==> src/rtl/mpu_chk_pkg.sv <==
// Shared types and constants for the memory protection region checker.
// Assumes 32-bit byte addresses and a minimum region granule of 32 bytes.
package mpu_chk_pkg;
    localparam int ADDR_W        = 32;
    localparam int MIN_SIZE_LOG2 = 5;
    localparam int BASE_W        = ADDR_W - MIN_SIZE_LOG2;

    localparam int SEL_IDENT = 0;
    localparam int SEL_CTRL  = 1;
    localparam int SEL_RGN0  = 2;

    typedef enum logic [1:0] {
        PERM_NONE        = 2'b00,
        PERM_PRIV_ONLY   = 2'b01,
        PERM_USER_RDONLY = 2'b10,
        PERM_FULL        = 2'b11
    } perm_e;

    typedef struct packed {
        logic [BASE_W-1:0] base_hi;
        logic              en;
        logic [4:0]        size_log2;
        perm_e             perm;
    } region_cfg_t;
endpackage

==> src/rtl/mpu_reg_file.sv <==
// Register storage for the control word and the per-region words.
// Word-indexed: 0 identity (read-only), 1 control, then base/attribute
// pairs per region. Reads are combinational from reg_sel.
module mpu_reg_file
    import mpu_chk_pkg::*;
#(
    parameter  int NUM_REGIONS = 8,
    localparam int SEL_W       = $clog2(SEL_RGN0 + 2 * NUM_REGIONS)
) (
    input  logic              clk,
    input  logic              rst_n,
    input  logic              we,
    input  logic [SEL_W-1:0]  sel,
    input  logic [31:0]       wdata,
    output logic [31:0]       rdata,
    output logic              ctrl_en,
    output logic              ctrl_hfnmi,
    output logic              ctrl_bgmap,
    output region_cfg_t       rgn_cfg [NUM_REGIONS]
);
    localparam logic [31:0] IDENT_WORD = {16'h0, 8'(NUM_REGIONS), 8'h00};

    // Control word storage: three live bits.
    always_ff @(posedge clk) begin
        if (!rst_n) begin
            ctrl_en    <= 1'b0;
            ctrl_hfnmi <= 1'b0;
            ctrl_bgmap <= 1'b0;
        end else if (we && sel == SEL_W'(SEL_CTRL)) begin
            ctrl_en    <= wdata[0];
            ctrl_hfnmi <= wdata[1];
            ctrl_bgmap <= wdata[2];
        end
    end

    for (genvar i = 0; i < NUM_REGIONS; i++) begin : g_rgn
        localparam int BASE_SEL = SEL_RGN0 + 2 * i;
        localparam int ATTR_SEL = SEL_RGN0 + 2 * i + 1;
        // Per-region base and attribute storage.
        always_ff @(posedge clk) begin
            if (!rst_n) begin
                rgn_cfg[i] <= '0;
            end else if (we && sel == SEL_W'(BASE_SEL)) begin
                rgn_cfg[i].base_hi <= wdata[ADDR_W-1:MIN_SIZE_LOG2];
            end else if (we && sel == SEL_W'(ATTR_SEL)) begin
                rgn_cfg[i].en        <= wdata[0];
                rgn_cfg[i].size_log2 <= wdata[5:1];
                rgn_cfg[i].perm      <= perm_e'(wdata[9:8]);
            end
        end
    end

    // Read multiplexer over all words.
    always_comb begin
        rdata = '0;
        if (sel == SEL_W'(SEL_IDENT)) rdata = IDENT_WORD;
        if (sel == SEL_W'(SEL_CTRL))  rdata = {29'h0, ctrl_bgmap, ctrl_hfnmi, ctrl_en};
        for (int i = 0; i < NUM_REGIONS; i++) begin
            if (sel == SEL_W'(SEL_RGN0 + 2 * i))
                rdata = {rgn_cfg[i].base_hi, 5'h0};
            if (sel == SEL_W'(SEL_RGN0 + 2 * i + 1))
                rdata = {22'h0, rgn_cfg[i].perm, 2'b00, rgn_cfg[i].size_log2, rgn_cfg[i].en};
        end
    end

    assert_ctrl_reserved_R1: assert property (@(posedge clk) disable iff (!rst_n)
        (sel == SEL_W'(SEL_CTRL)) |-> (rdata[31:3] == '0));
    assert_ident_fixed_R2: assert property (@(posedge clk) disable iff (!rst_n)
        (sel == SEL_W'(SEL_IDENT)) |-> (rdata == IDENT_WORD));
endmodule

==> config.mk <==
export PLATFORM = sky130hd
export DESIGN_NAME = mpu_reg_file
export DESIGN_NICKNAME = d
export VERILOG_FILES = /design/src/rtl/mpu_chk_pkg.sv /design/src/rtl/mpu_reg_file.sv
export SDC_FILE = /design/constraint.sdc
export NUM_CORES = 1
export LEC_CHECK = 0
export ABC_AREA = 1
export CAP_MARGIN = 20
export CORE_MARGIN = 1
export CORE_UTILIZATION = 50
export DETAILED_ROUTE_END_ITERATION = 10
export HOLD_SLACK_MARGIN = 0.12
export MAX_ROUTING_LAYER = met4
export PLACE_DENSITY_LB_ADDON = 0.08
export SYNTH_ARGS = -nofsm -noshare
export SYNTH_HDL_FRONTEND = slang
export SYNTH_SLANG_ARGS = --single-unit
==> constraint.sdc <==
create_clock -name clk -period 2.9 [get_ports clk]
set_input_delay 0.58 -clock clk [delete_from_list [all_inputs] [get_ports clk]]
set_output_delay 0.58 -clock clk [all_outputs]
set_load 0.05 [all_outputs]
# Yosys cells after proc, flatten, opt, wreduce, memory -nomap -nowiden

Index checks and enable logic that the tools add are counted.

Memories kept: 0
Latch bits: 0
Register bits after elaboration: 283
Output and inout port bits: 315
Input port bits: 40
ROM bits: 0
RAM bits: 0
Word-level logic and storage cells: 104

Div/mod/pow operators: 0
Shift operators: 0
Bitwise operators: 8
Reductions and logical operators: 26
Add/sub/neg operators: 0
Eq/ne operators: 17
Multiply operators: 0
Multiplexer cells: 18
$lt $le $gt $ge: 0

Operators by type and width:

| cell                 | count |
|---|---|
| $mux W32             | 17 |
| $eq A5 B4 Y1 const B | 8 |
| $eq A5 B3 Y1 const B | 4 |
| $logic_and A1 B1 Y1  | 17 |
| $reduce_and A2 Y1    | 8 |
| $mux W12             | 1 |
| $eq A5 B2 Y1 const B | 2 |
| $eq A5 B5 Y1 const B | 2 |
| $not A1 Y1           | 8 |
| $eq A5 B1 Y1 const B | 1 |
| $logic_not A5 Y1     | 1 |

# Longest topological paths before layout

Gate-level depths: netlist of the first run.

Depth in word-level cells: 19
Mapped depth: 15
Depth with buffers taken out: 15

# Worst setup path before layout of the first run

No wires, ideal clock.

Path type: input to output
Start: input sel[3]
End: output rdata[3]
Required time: 2.320 ns
Path buffers: 1
Slack: 0.153 ns
Arrival: 2.167 ns
Stages on the path: 6
Cells stage by stage: nor2_1 -> buf_2 -> inv_1 -> nor3_2 -> inv_1 -> o2111ai_1

Longest elaborated chain between the ends: 18

RTL lines:

| element         | line               | source |
|---|---|---|
| start, declared | mpu_reg_file.sv:13 | `input logic [SEL_W-1:0] sel,` |
| $eq A5 B1 Y1    | mpu_reg_file.sv:57 | `if (sel == SEL_W'(SEL_CTRL)) rdata = {29'h0, ctrl_bgmap, ctrl_hfnmi, ctrl_en};` |
| $mux W32        | mpu_reg_file.sv:57 |  |
| $mux W32        | mpu_reg_file.sv:59 | `if (sel == SEL_W'(SEL_RGN0 + 2 * i))` |
| $mux W32        | mpu_reg_file.sv:61 | `if (sel == SEL_W'(SEL_RGN0 + 2 * i + 1))` |
| $mux W32        | mpu_reg_file.sv:59 |  |
| $mux W32        | mpu_reg_file.sv:61 |  |
| $mux W32        | mpu_reg_file.sv:59 |  |
| $mux W32        | mpu_reg_file.sv:61 |  |
| [2 not listed]  | -                  |  |
| $mux W32        | mpu_reg_file.sv:59 |  |
| $mux W32        | mpu_reg_file.sv:61 |  |
| $mux W32        | mpu_reg_file.sv:59 |  |
| $mux W32        | mpu_reg_file.sv:61 |  |
| $mux W32        | mpu_reg_file.sv:59 |  |
| $mux W32        | mpu_reg_file.sv:61 |  |
| $mux W32        | mpu_reg_file.sv:59 |  |
| $mux W32 *      | mpu_reg_file.sv:61 |  |
| end, declared   | mpu_reg_file.sv:15 | `output logic [31:0] rdata,` |

Every way passes the cells marked *; elsewhere a longest branch is shown, timed or not.

# Final worst setup path of the first run

Start: input sel[2]
End: output rdata[1]

The elaborated chain is that of the path after synthesis.

==> results of run 1 <==
registers in the layout, indices dropped and copies added, names as in the netlist:
register    cells
ctrl_en         1
ctrl_hfnmi      1
ctrl_bgmap      1
rgn_cfg       280
how the worst max path moves through the flow:
| stage | start | endpoint | slack, ps | depth (start not counted) |
|---|---|---|---|---|
| final | sel[2] | rdata[1] | 130 | 11 |
| after global routing | sel[1] | rdata[25] | 30 | 12 |
| after CTS | sel[2] | rdata[9] | 8 | 17 |
| after detailed placement | sel[2] | rdata[1] | -400 | 10 |
| after global placement | sel[2] | rdata[1] | -330 | 10 |
| after floorplan | sel[3] | rdata[3] | 150 | 6 |
power groups by stage:
stage          logic (µW)  registers, µW  clock network (µW)
2_1_floorplan         248           4190                   0
3_3_place_gp          715           4040                   0
3_5_place_dp          721           4050                   0
4_1_cts               733           3960                4310
5_1_grt               795           3960                4480
6_report              757           3960                4300
final cells by class:
cell class	count	area, µm²	area share
repair buffers	459	4820	0.270
clock buffers	41	883	0.0494
well taps	313	392	0.0219
flip-flops and latches	283	5670	0.317
inverters	137	519	0.0291
clock inverters	15	240	0.0134
multi-input cells	1098	5350	0.299
layer usage:
layer / global-route usage / up-vias / wire length [µm]
met5: - / - / 0
li1: - / 6235 / -
met4: 0.142 / 0 / 1790
met3: 0.0894 / 110 / 5220
met1: 0.482 / 6172 / 18300
met2: 0.570 / 786 / 20200
through the flow:
| stage | TNS, ps | util | hold slack [ps] | instance area, µm² | total power [µW] |
|---|---|---|---|---|---|
| finish | 0 | 0.780 | 464 | 17900 | 9020 |
| global route | 0 | 0.780 | 481 | 17900 | 9240 |
| CTS | 0 | 0.776 | 466 | 17800 | 9000 |
| detailed placement | -7680 | 0.721 | 456 | 16500 | 4770 |
| global placement | -7270 | 0.721 | 449 | 16500 | 4760 |
| floorplan | 0 | - | 672 | 11900 | 4430 |
layout by cell type, fill, tap and decap left out, drive strengths merged:
master,Yosys,layout
clkbuf,89,46
or2,3,3
bufinv,0,6
inv,135,137
nand3,131,131
o22ai,33,33
nand2,274,274
clkdlybuf4s50,0,315
clkinvlp,0,2
clkinv,2,7
nand4,27,27
o221ai,3,3
a21oi,280,280
a221oi,8,8
buf,33,139
dfxtp,283,283
nor2,142,142
o2111ai,3,3
o21ai,192,192
nor3,2,2
cell families (layout without fill, tap and decap cells):
group,Yosys count,in the layout,synth area share
AND/OR/NAND/NOR,579,579,0.209
buffers and inverters,259,652,0.0857
AO/OA/AOI/OAI,519,519,0.227
flip-flops,283,283,0.478
what timing repair did:
item | in CTS | in global routing
cloned | 1 | 0
setup endpoints to repair | 32 | 30
pin swaps | 5 | 8
hold buffers | 0 | 0
endpoints found under the hold margin | 0 | 0
buffers inserted | 4 | 2
gates resized for setup | 36 | 35
critical path: stages:
cell	delay [ps]
sky130_fd_sc_hd__clkbuf_2	160
sky130_fd_sc_hd__nand2_2	120
sky130_fd_sc_hd__nor2_4	50
sky130_fd_sc_hd__buf_4	150
sky130_fd_sc_hd__nand2_1	120
sky130_fd_sc_hd__o22ai_1	120
sky130_fd_sc_hd__nor2_2	190
sky130_fd_sc_hd__o221ai_1	180
sky130_fd_sc_hd__a21oi_2	200
sky130_fd_sc_hd__nand3_1	140
sky130_fd_sc_hd__buf_12	180
==> flow_summary.toml, run 1 <==
[outcome]
run_status = "finished clean"

[sta]
worst_slew_pin_slew_ps = 921
final_min_period_over_clock_period = 0.955
finClkSkew_ps = 0
timing.final.crit_period_ps = 2770
timing_max_transition_violations_final = 0
final_setup_margin_ps = 131
report.final.hold_viol_count = 0
setup-violations-final = 0
max_slew_margin = 0.384
rsz_0062_raised_after_global_routing = "no"
fmax_mhz = 361

[setup_path]
timing.critical_path.arrival_ps = 2190
path_max_fanout = 5
worst_r2r_path_depth = 2
setup.reg_to_reg.worst_slack_ps = 2170
crit-reg2reg-capture = "rgn_cfg[72]"
worstSetupEndpointType = "output port"
critical_path_required_ps = 2320
path_class = "input pin to output port"
regToRegStartpoint = "rgn_cfg[72]"
critPathLaunchType = "input pin"

[global_route]
number_of_global_route_vias_before_repair = 12275
grtUsageTotal = 0.375
grt_overflow_total = 0
grt_first_pass_wirelength_um = 69100
grt_max_degree = 170
antenna_violations_before_repair = 0

[power]
power.switching_uw = 2190
internal_power_component_uw = 6830
combPwrFrac = 0.084
share_seq_of_total_power = 0.439
share_of_total_power_consumed_by_net_switching = 0.242
share_clk_of_total_power = 0.477
worst_ir_drop_vdd_mv = 0.395
power_density_nw_per_um2 = 505
total_leakage_power_uw = 0.00642

[route]
drtAntennaViolNets = 0
firstDrtPassIters = 6
route.detailed.drc = 0
drt-wirelength-per-cell_um = 19.4
routed_wl_um = 45500
vias = 13303
avgViaCountPerCell = 5.67
detailedRoute.firstIterationViolations = 1269

[cts]
cts.htree.levels = 1
cts_tree = "yes"
clkLatencyLatePin_ps = 540
tritoncts_num_sinks = 283
clock_tree.buffer_depth = 3
tritoncts.num_buffers = 30
cts.reportedPaths.clkPinSlew_ps = 60
clockRootBuffer = "sky130_fd_sc_hd__clkbuf_16"

[die]
start_util = 0.517
floorplan.core_area_um2 = 22900
row_count = 55
dieHeight_um = 156
design.portCount = 355
die_area_um2 = 24300
floorplan.die.width_um = 156

[synth]
ys_types = 26
synth-seq-area-share = 0.478
synth_enable_flop_cells = 0
synth-seq-cells = 283
yosys_warnings = 0
postSynthNetCount = 1680
dominantRegCellSynth = "sky130_fd_sc_hd__dfxtp_1"
synth_top_cell_by_area = "sky130_fd_sc_hd__dfxtp_1"
synthArstFlopShare = 0
post_synth_inst_count = 1640
leading_post_synthesis_cells_by_instance_count = "sky130_fd_sc_hd__dfxtp_1 (283), sky130_fd_sc_hd__a21oi_1 (280), sky130_fd_sc_hd__nand2_1 (273)"
yosys.cell_count.top_type = "sky130_fd_sc_hd__dfxtp_1"
post-synth-top-area-fraction = 0.478
synthTopCellsByArea = "sky130_fd_sc_hd__dfxtp_1 (48%), sky130_fd_sc_hd__a21oi_1 (12%), sky130_fd_sc_hd__nand2_1 (8.6%)"
synth_area_um2 = 11900
syn_area_per_cell_um2 = 7.23

[placement]
place_inst = 2283
detailedPlace.worstSlack_ps = -397
placement.io_buffers = 354
place_congestion = 1.02
hpwl_um = 31900

[worst_hold_path]
holdCritPathClass = "flip-flop to flip-flop"
hold_depth = 2
hp-start = "rgn_cfg[70]"
worstHoldEndpoint = "rgn_cfg[70]"

[cells_and_area]
layout_cells_sized_above_1 = 0.130
layout.filler_cells = 1727
stdcell_count = 2346
finalNetCount = 2049
insertedDiodeCount = 0
area_delta_synth_final_pct = 50.8

[flow_run]
max_cap_viol_count = 0
Power figures use the tool's default switching activity.
==> run 2, diff against run 1 <==
--- a/config.mk
+++ b/config.mk
@@ -8,7 +8,7 @@
 export ABC_AREA = 1
 export CAP_MARGIN = 20
 export CORE_MARGIN = 1
-export CORE_UTILIZATION = 50
+export CORE_UTILIZATION = 51
 export DETAILED_ROUTE_END_ITERATION = 10
 export HOLD_SLACK_MARGIN = 0.12
 export MAX_ROUTING_LAYER = met4
==> run 2 against run 1 <==
Final area down 2.3%; clock power down 15%; final cell count down 1.9%; non-clock buffer count down 9; worst hold slack better by 3.2 ps; critical path type unchanged; largest power group is now registers.
==> flow_summary.toml, run 2 (same netlist as run 1, synthesis figures left out) <==
[power]
total_leakage_power_uw = 0.00624
internal_power_component_uw = 6290
share_of_total_power_consumed_by_net_switching = 0.248
combPwrFrac = 0.089
worst_ir_drop_vdd_mv = 0.407
power_density_nw_per_um2 = 480
share_clk_of_total_power = 0.438
share_seq_of_total_power = 0.473
power.switching_uw = 2080

[setup_path]
setup.reg_to_reg.worst_slack_ps = 2170
worst_r2r_path_depth = 2
regToRegStartpoint = "rgn_cfg[130]"
slowest_stage = "sky130_fd_sc_hd__nor2_4"
critPathLaunchType = "input pin"
worst_path_largest_cell_delay_ps = 250
timing.critical_path.arrival_ps = 2220
worstSetupEndpointType = "output port"
crit-reg2reg-capture = "rgn_cfg[130]"
path_max_fanout = 23
path_class = "input pin to output port"
critPathBufInv = 6
critical_path.cell_chain = "clkbuf_2 -> inv_2 -> nor2_4 -> buf_4 -> nand2_2 -> nor2_4 -> buf_4 -> buf_12 -> a21oi_1 -> nand4_1 -> buf_12"
cp_top_family = "buffers and inverters"
critical_path_required_ps = 2320

[cts]
clock_tree.buffer_depth = 3
cts.reportedPaths.clkPinSlew_ps = 60
clkLatencyLatePin_ps = 550
cts_tree = "yes"
holdBufCountCts = 0
cts.htree.levels = 1
tritoncts_num_sinks = 283
tritoncts.num_buffers = 30
clockRootBuffer = "sky130_fd_sc_hd__clkbuf_16"

[die]
die_area_um2 = 23900
design.portCount = 355
floorplan.core_area_um2 = 22700
floorplan.die.width_um = 154
dieHeight_um = 154
start_util = 0.522
row_count = 55

[sta]
setup-violations-final = 0
finClkSkew_ps = 0
report.final.hold_viol_count = 0
worst_slew_pin_slew_ps = 884
final_min_period_over_clock_period = 0.964
max_slew_margin = 0.409
fmax_mhz = 358
timing.final.crit_period_ps = 2800
timing_max_transition_violations_final = 0
rsz_0062_raised_after_global_routing = "no"
final.setup.tns_ps = 0

[route]
avgViaCountPerCell = 5.78
drtAntennaViolNets = 0
vias = 13304
detailedRoute.firstIterationViolations = 1258
route.detailed.drc = 0
routed_wl_um = 45400
firstDrtPassIters = 6
drt-wirelength-per-cell_um = 19.7

[placement]
post_dp_area_um2 = 16400
placement.io_buffers = 354
place_inst = 2251
hpwl_um = 32300
place_congestion = 0.955

[global_route]
antenna_violations_before_repair = 0
grt_overflow_total = 0
number_of_global_route_vias_before_repair = 12449
grtUsageTotal = 0.380
grt_max_degree = 74
grt_first_pass_wirelength_um = 69800

[cells_and_area]
largest_register_ffs = 280
postLayoutCellArea_um2 = 17500
top_register = "rgn_cfg"
insertedDiodeCount = 0
finalNetCount = 2040
layout_cells_sized_above_1 = 0.110
stdcell_count = 2302
most-common-layout-cells = "sky130_fd_sc_hd__clkdlybuf4s50_1 (315), sky130_fd_sc_hd__dfxtp_1 (283), sky130_fd_sc_hd__a21oi_1 (279)"
mostFrequentLayoutCell = "sky130_fd_sc_hd__clkdlybuf4s50_1"
layout.filler_cells = 1720
area_delta_synth_final_pct = 47.3

[flow_run]
max_cap_viol_count = 0

[worst_hold_path]
hp-start = "rst_n"
holdCritPathClass = "input pin to flip-flop"
hold_depth = 3
worstHoldEndpoint = "rgn_cfg[95]"

[outcome]
run_status = "finished clean"
## run 2: worst max path at each step
stage | startpoint | end | cells after the start | slack [ps]
6_report | sel[1] | rdata[14] | 11 | 100
5_1_grt | sel[1] | rdata[20] | 12 | 2
4_1_cts | sel[0] | rdata[19] | 10 | -20
3_5_place_dp | sel[4] | rdata[5] | 13 | -360
3_3_place_gp | sel[4] | rdata[11] | 10 | -360
2_1_floorplan | sel[3] | rdata[3] | 6 | 150
## run 2: cell type report
cell class	count	area [µm²]	area share
Clock buffer	48	920	0.0527
Inverter	137	519	0.0297
Sequential cell	283	5670	0.325
Timing Repair Buffer	450	4740	0.272
Tap cell	285	357	0.0204
Multi-Input combinational cell	1098	5250	0.301
Clock inverter	1	5.00	0.000287
## run 2: per-layer routing
layer / global-route usage / vias to the layer above / wire length (µm) / part of all wire
met5: - / - / 0 / 0
met4: 0.140 / 0 / 1610 / 0.035
met3: 0.0908 / 107 / 5210 / 0.11
met2: 0.577 / 798 / 20300 / 0.45
met1: 0.492 / 6182 / 18300 / 0.40
li1: - / 6217 / - / -
## run 2: what timing repair did
| action | CTS | global route |
|---|---|---|
| setup endpoints to repair | 32 | 32 |
| endpoints found under the hold margin | 0 | 0 |
| resized for setup | 26 | 18 |
| pin swaps | 6 | 3 |
| setup buffers | 1 | 1 |
## run 2: through the flow
stage | power [µW] | hold WS (ps) | worst slack, ps | util
finish | 8370 | 467 | 104 | 0.769
global route | 8590 | 483 | 2.35 | 0.769
detailed placement | 4770 | 461 | -362 | 0.724
CTS | 8360 | 453 | -15.4 | 0.768
floorplan | 4430 | 672 | 153 | -
global placement | 4760 | 448 | -357 | 0.724
## run 2: worst reg2reg max path: cells and delay by family, from the launching register on
kind             cells  cell delay [ps]
flip-flops           1              390
AO/OA/AOI/OAI        1              190
AND/OR/NAND/NOR      1               70
## run 2: power groups by stage
stage | sequential [µW] | clock, µW | combinational [µW]
after floorplan | 4190 | 0 | 248
after global routing | 3960 | 3840 | 780
after global placement | 4040 | 0 | 713
final | 3960 | 3670 | 744
after detailed placement | 4050 | 0 | 722
after CTS | 3960 | 3670 | 730
==> run 3, diff against run 2 <==
--- a/config.mk
+++ b/config.mk
@@ -7,9 +7,10 @@
 export LEC_CHECK = 0
 export ABC_AREA = 1
 export CAP_MARGIN = 20
-export CORE_MARGIN = 1
-export CORE_UTILIZATION = 51
+export CORE_MARGIN = 2
+export CORE_UTILIZATION = 52
 export DETAILED_ROUTE_END_ITERATION = 10
+export DONT_BUFFER_PORTS = 1
 export HOLD_SLACK_MARGIN = 0.12
 export MAX_ROUTING_LAYER = met4
 export PLACE_DENSITY_LB_ADDON = 0.08
==> run 3 against run 2 <==
Clock skew did not move; clock power rose by 2%; largest power group unchanged; die area rose by 0.68%; clock-buffer cell count fell by 4.
==> flow_summary.toml, run 3 (same netlist as run 1, synthesis figures left out) <==
[power]
combPwrFrac = 0.048
power_uw = 8150
total_leakage_power_uw = 0.00550
worst_ir_drop_vdd_mv = 0.512
share_clk_of_total_power = 0.458
share_seq_of_total_power = 0.495
share_of_total_power_consumed_by_net_switching = 0.241
internal_power_component_uw = 6190
power.switching_uw = 1960
power_density_nw_per_um2 = 558

[setup_path]
cp_top_family = "compound AO/OA/AOI/OAI gates"
critical_path.cell_chain = "buf_4 -> inv_1 -> o22ai_1 -> nor2_1 -> o221ai_1 -> a21oi_1 -> nand3_1 -> buf_12"
critPathBufInv = 3
path_class = "flip-flop to output port"
critical_path_required_ps = 2320
worstSetupEndpointType = "output port"
timing.critical_path.arrival_ps = 2180
slowest_stage = "sky130_fd_sc_hd__dfxtp_1"
critPathLaunchType = "flip-flop"
path_max_fanout = 2
worst_path_largest_cell_delay_ps = 290

[flow_run]
max_cap_viol_count = 0

[sta]
rsz_0062_raised_after_global_routing = "no"
final.setup.tns_ps = 0
report.final.hold_viol_count = 0
finClkSkew_ps = 0
final_min_period_over_clock_period = 0.951
timing_max_transition_violations_final = 0
max_slew_margin = 0.575
setup-violations-final = 0
hold_ws_ps = 150
timing.final.crit_period_ps = 2760
worst_slew_pin_slew_ps = 637
fmax_mhz = 362

[route]
route.detailed.drc = 0
vias = 11906
drt-wirelength-per-cell_um = 20.5
drtAntennaViolNets = 0
avgViaCountPerCell = 5.80
firstDrtPassIters = 6
detailedRoute.firstIterationViolations = 856
routed_wl_um = 42000

[cells_and_area]
layout_cells_sized_above_1 = 0.157
most-common-layout-cells = "sky130_fd_sc_hd__dfxtp_1 (283), sky130_fd_sc_hd__a21oi_1 (280), sky130_fd_sc_hd__nand2_1 (270)"
mostFrequentLayoutCell = "sky130_fd_sc_hd__dfxtp_1"
largest_register_ffs = 280
layout.filler_cells = 2050
finalNetCount = 1786
insertedDiodeCount = 0
top_register = "rgn_cfg"
area_delta_synth_final_pct = 23.3
stdcell_count = 2054

[placement]
place_inst = 1999
hpwl_um = 28900
place_congestion = 0.959
placement.io_buffers = 0

[cts]
cts.htree.levels = 1
tritoncts.num_buffers = 30
tritoncts_num_sinks = 283
clock_tree.buffer_depth = 3
clkLatencyLatePin_ps = 550
cts.reportedPaths.clkPinSlew_ps = 60
cts_tree = "yes"
clockRootBuffer = "sky130_fd_sc_hd__clkbuf_16"

[die]
floorplan.core_area_um2 = 22500
die_area_um2 = 24000
start_util = 0.527
design.portCount = 355
floorplan.die.width_um = 155
dieHeight_um = 155
row_count = 55

[global_route]
grt_overflow_total = 0
antenna_violations_before_repair = 0
grt_first_pass_wirelength_um = 63700
number_of_global_route_vias_before_repair = 10869
grtUsageTotal = 0.344
grt_max_degree = 171

[outcome]
run_status = "finished clean"

[worst_hold_path]
holdCritPathClass = "input pin to flip-flop"
[run 3: power by group through the flow]
stage	combinational (µW)	sequential, µW	clock [µW]
after floorplan	248	4190	0
after global placement	379	4120	0
after detailed placement	383	4120	0
after CTS	385	4030	3770
after global routing	418	4040	3940
final	387	4030	3730
[run 3: area by class of cell]
cell class / count / area, µm² / area share
clock buffer: 44 / 903 / 0.0618
clock inverter: 11 / 68.8 / 0.00471
inverter: 137 / 517 / 0.0354
multi-input combinational: 1098 / 5180 / 0.355
sequential: 283 / 5670 / 0.388
tap: 285 / 357 / 0.0244
timing repair buffer: 196 / 1920 / 0.132
[run 3: metrics by stage]
stage | setup WS (ps) | cell area (µm²) | util
after floorplan | 153 | 11900 | -
after global placement | 235 | 13600 | 0.606
after detailed placement | 218 | 13600 | 0.606
after CTS | 175 | 14600 | 0.649
after global routing | 4.04 | 14600 | 0.649
final | 141 | 14600 | 0.649
[run 3: timing repair]
item                                   4_1_cts  5_1_grt
setup endpoints to repair                    0        1
endpoints found under the hold margin        0        0
setup buffers                                0        0
hold buffers                                 0        0
resized for setup                            0        1
[run 3: worst paths after layout]
| path | from | to | slack [ps] | cells after the start |
|---|---|---|---|---|
| setup / recovery | rgn_cfg[177] | rdata[1] | 140 | 8 |
| hold / removal | wdata[14] | rgn_cfg[87] | 150 | 2 |
| setup reg to reg | rgn_cfg[79] | rgn_cfg[79] | 1780 | 2 |
| hold reg to reg | rgn_cfg[227] | rgn_cfg[227] | 480 | 2 |
[run 3: routing by layer]
metal | GRT usage | vias up | routed length (µm)
li1 | - | 5704 | -
met1 | 0.468 | 5553 | 17600
met2 | 0.506 | 584 | 18500
met3 | 0.0942 | 65 | 4840
met4 | 0.0922 | 0 | 1110
met5 | - | - | 0
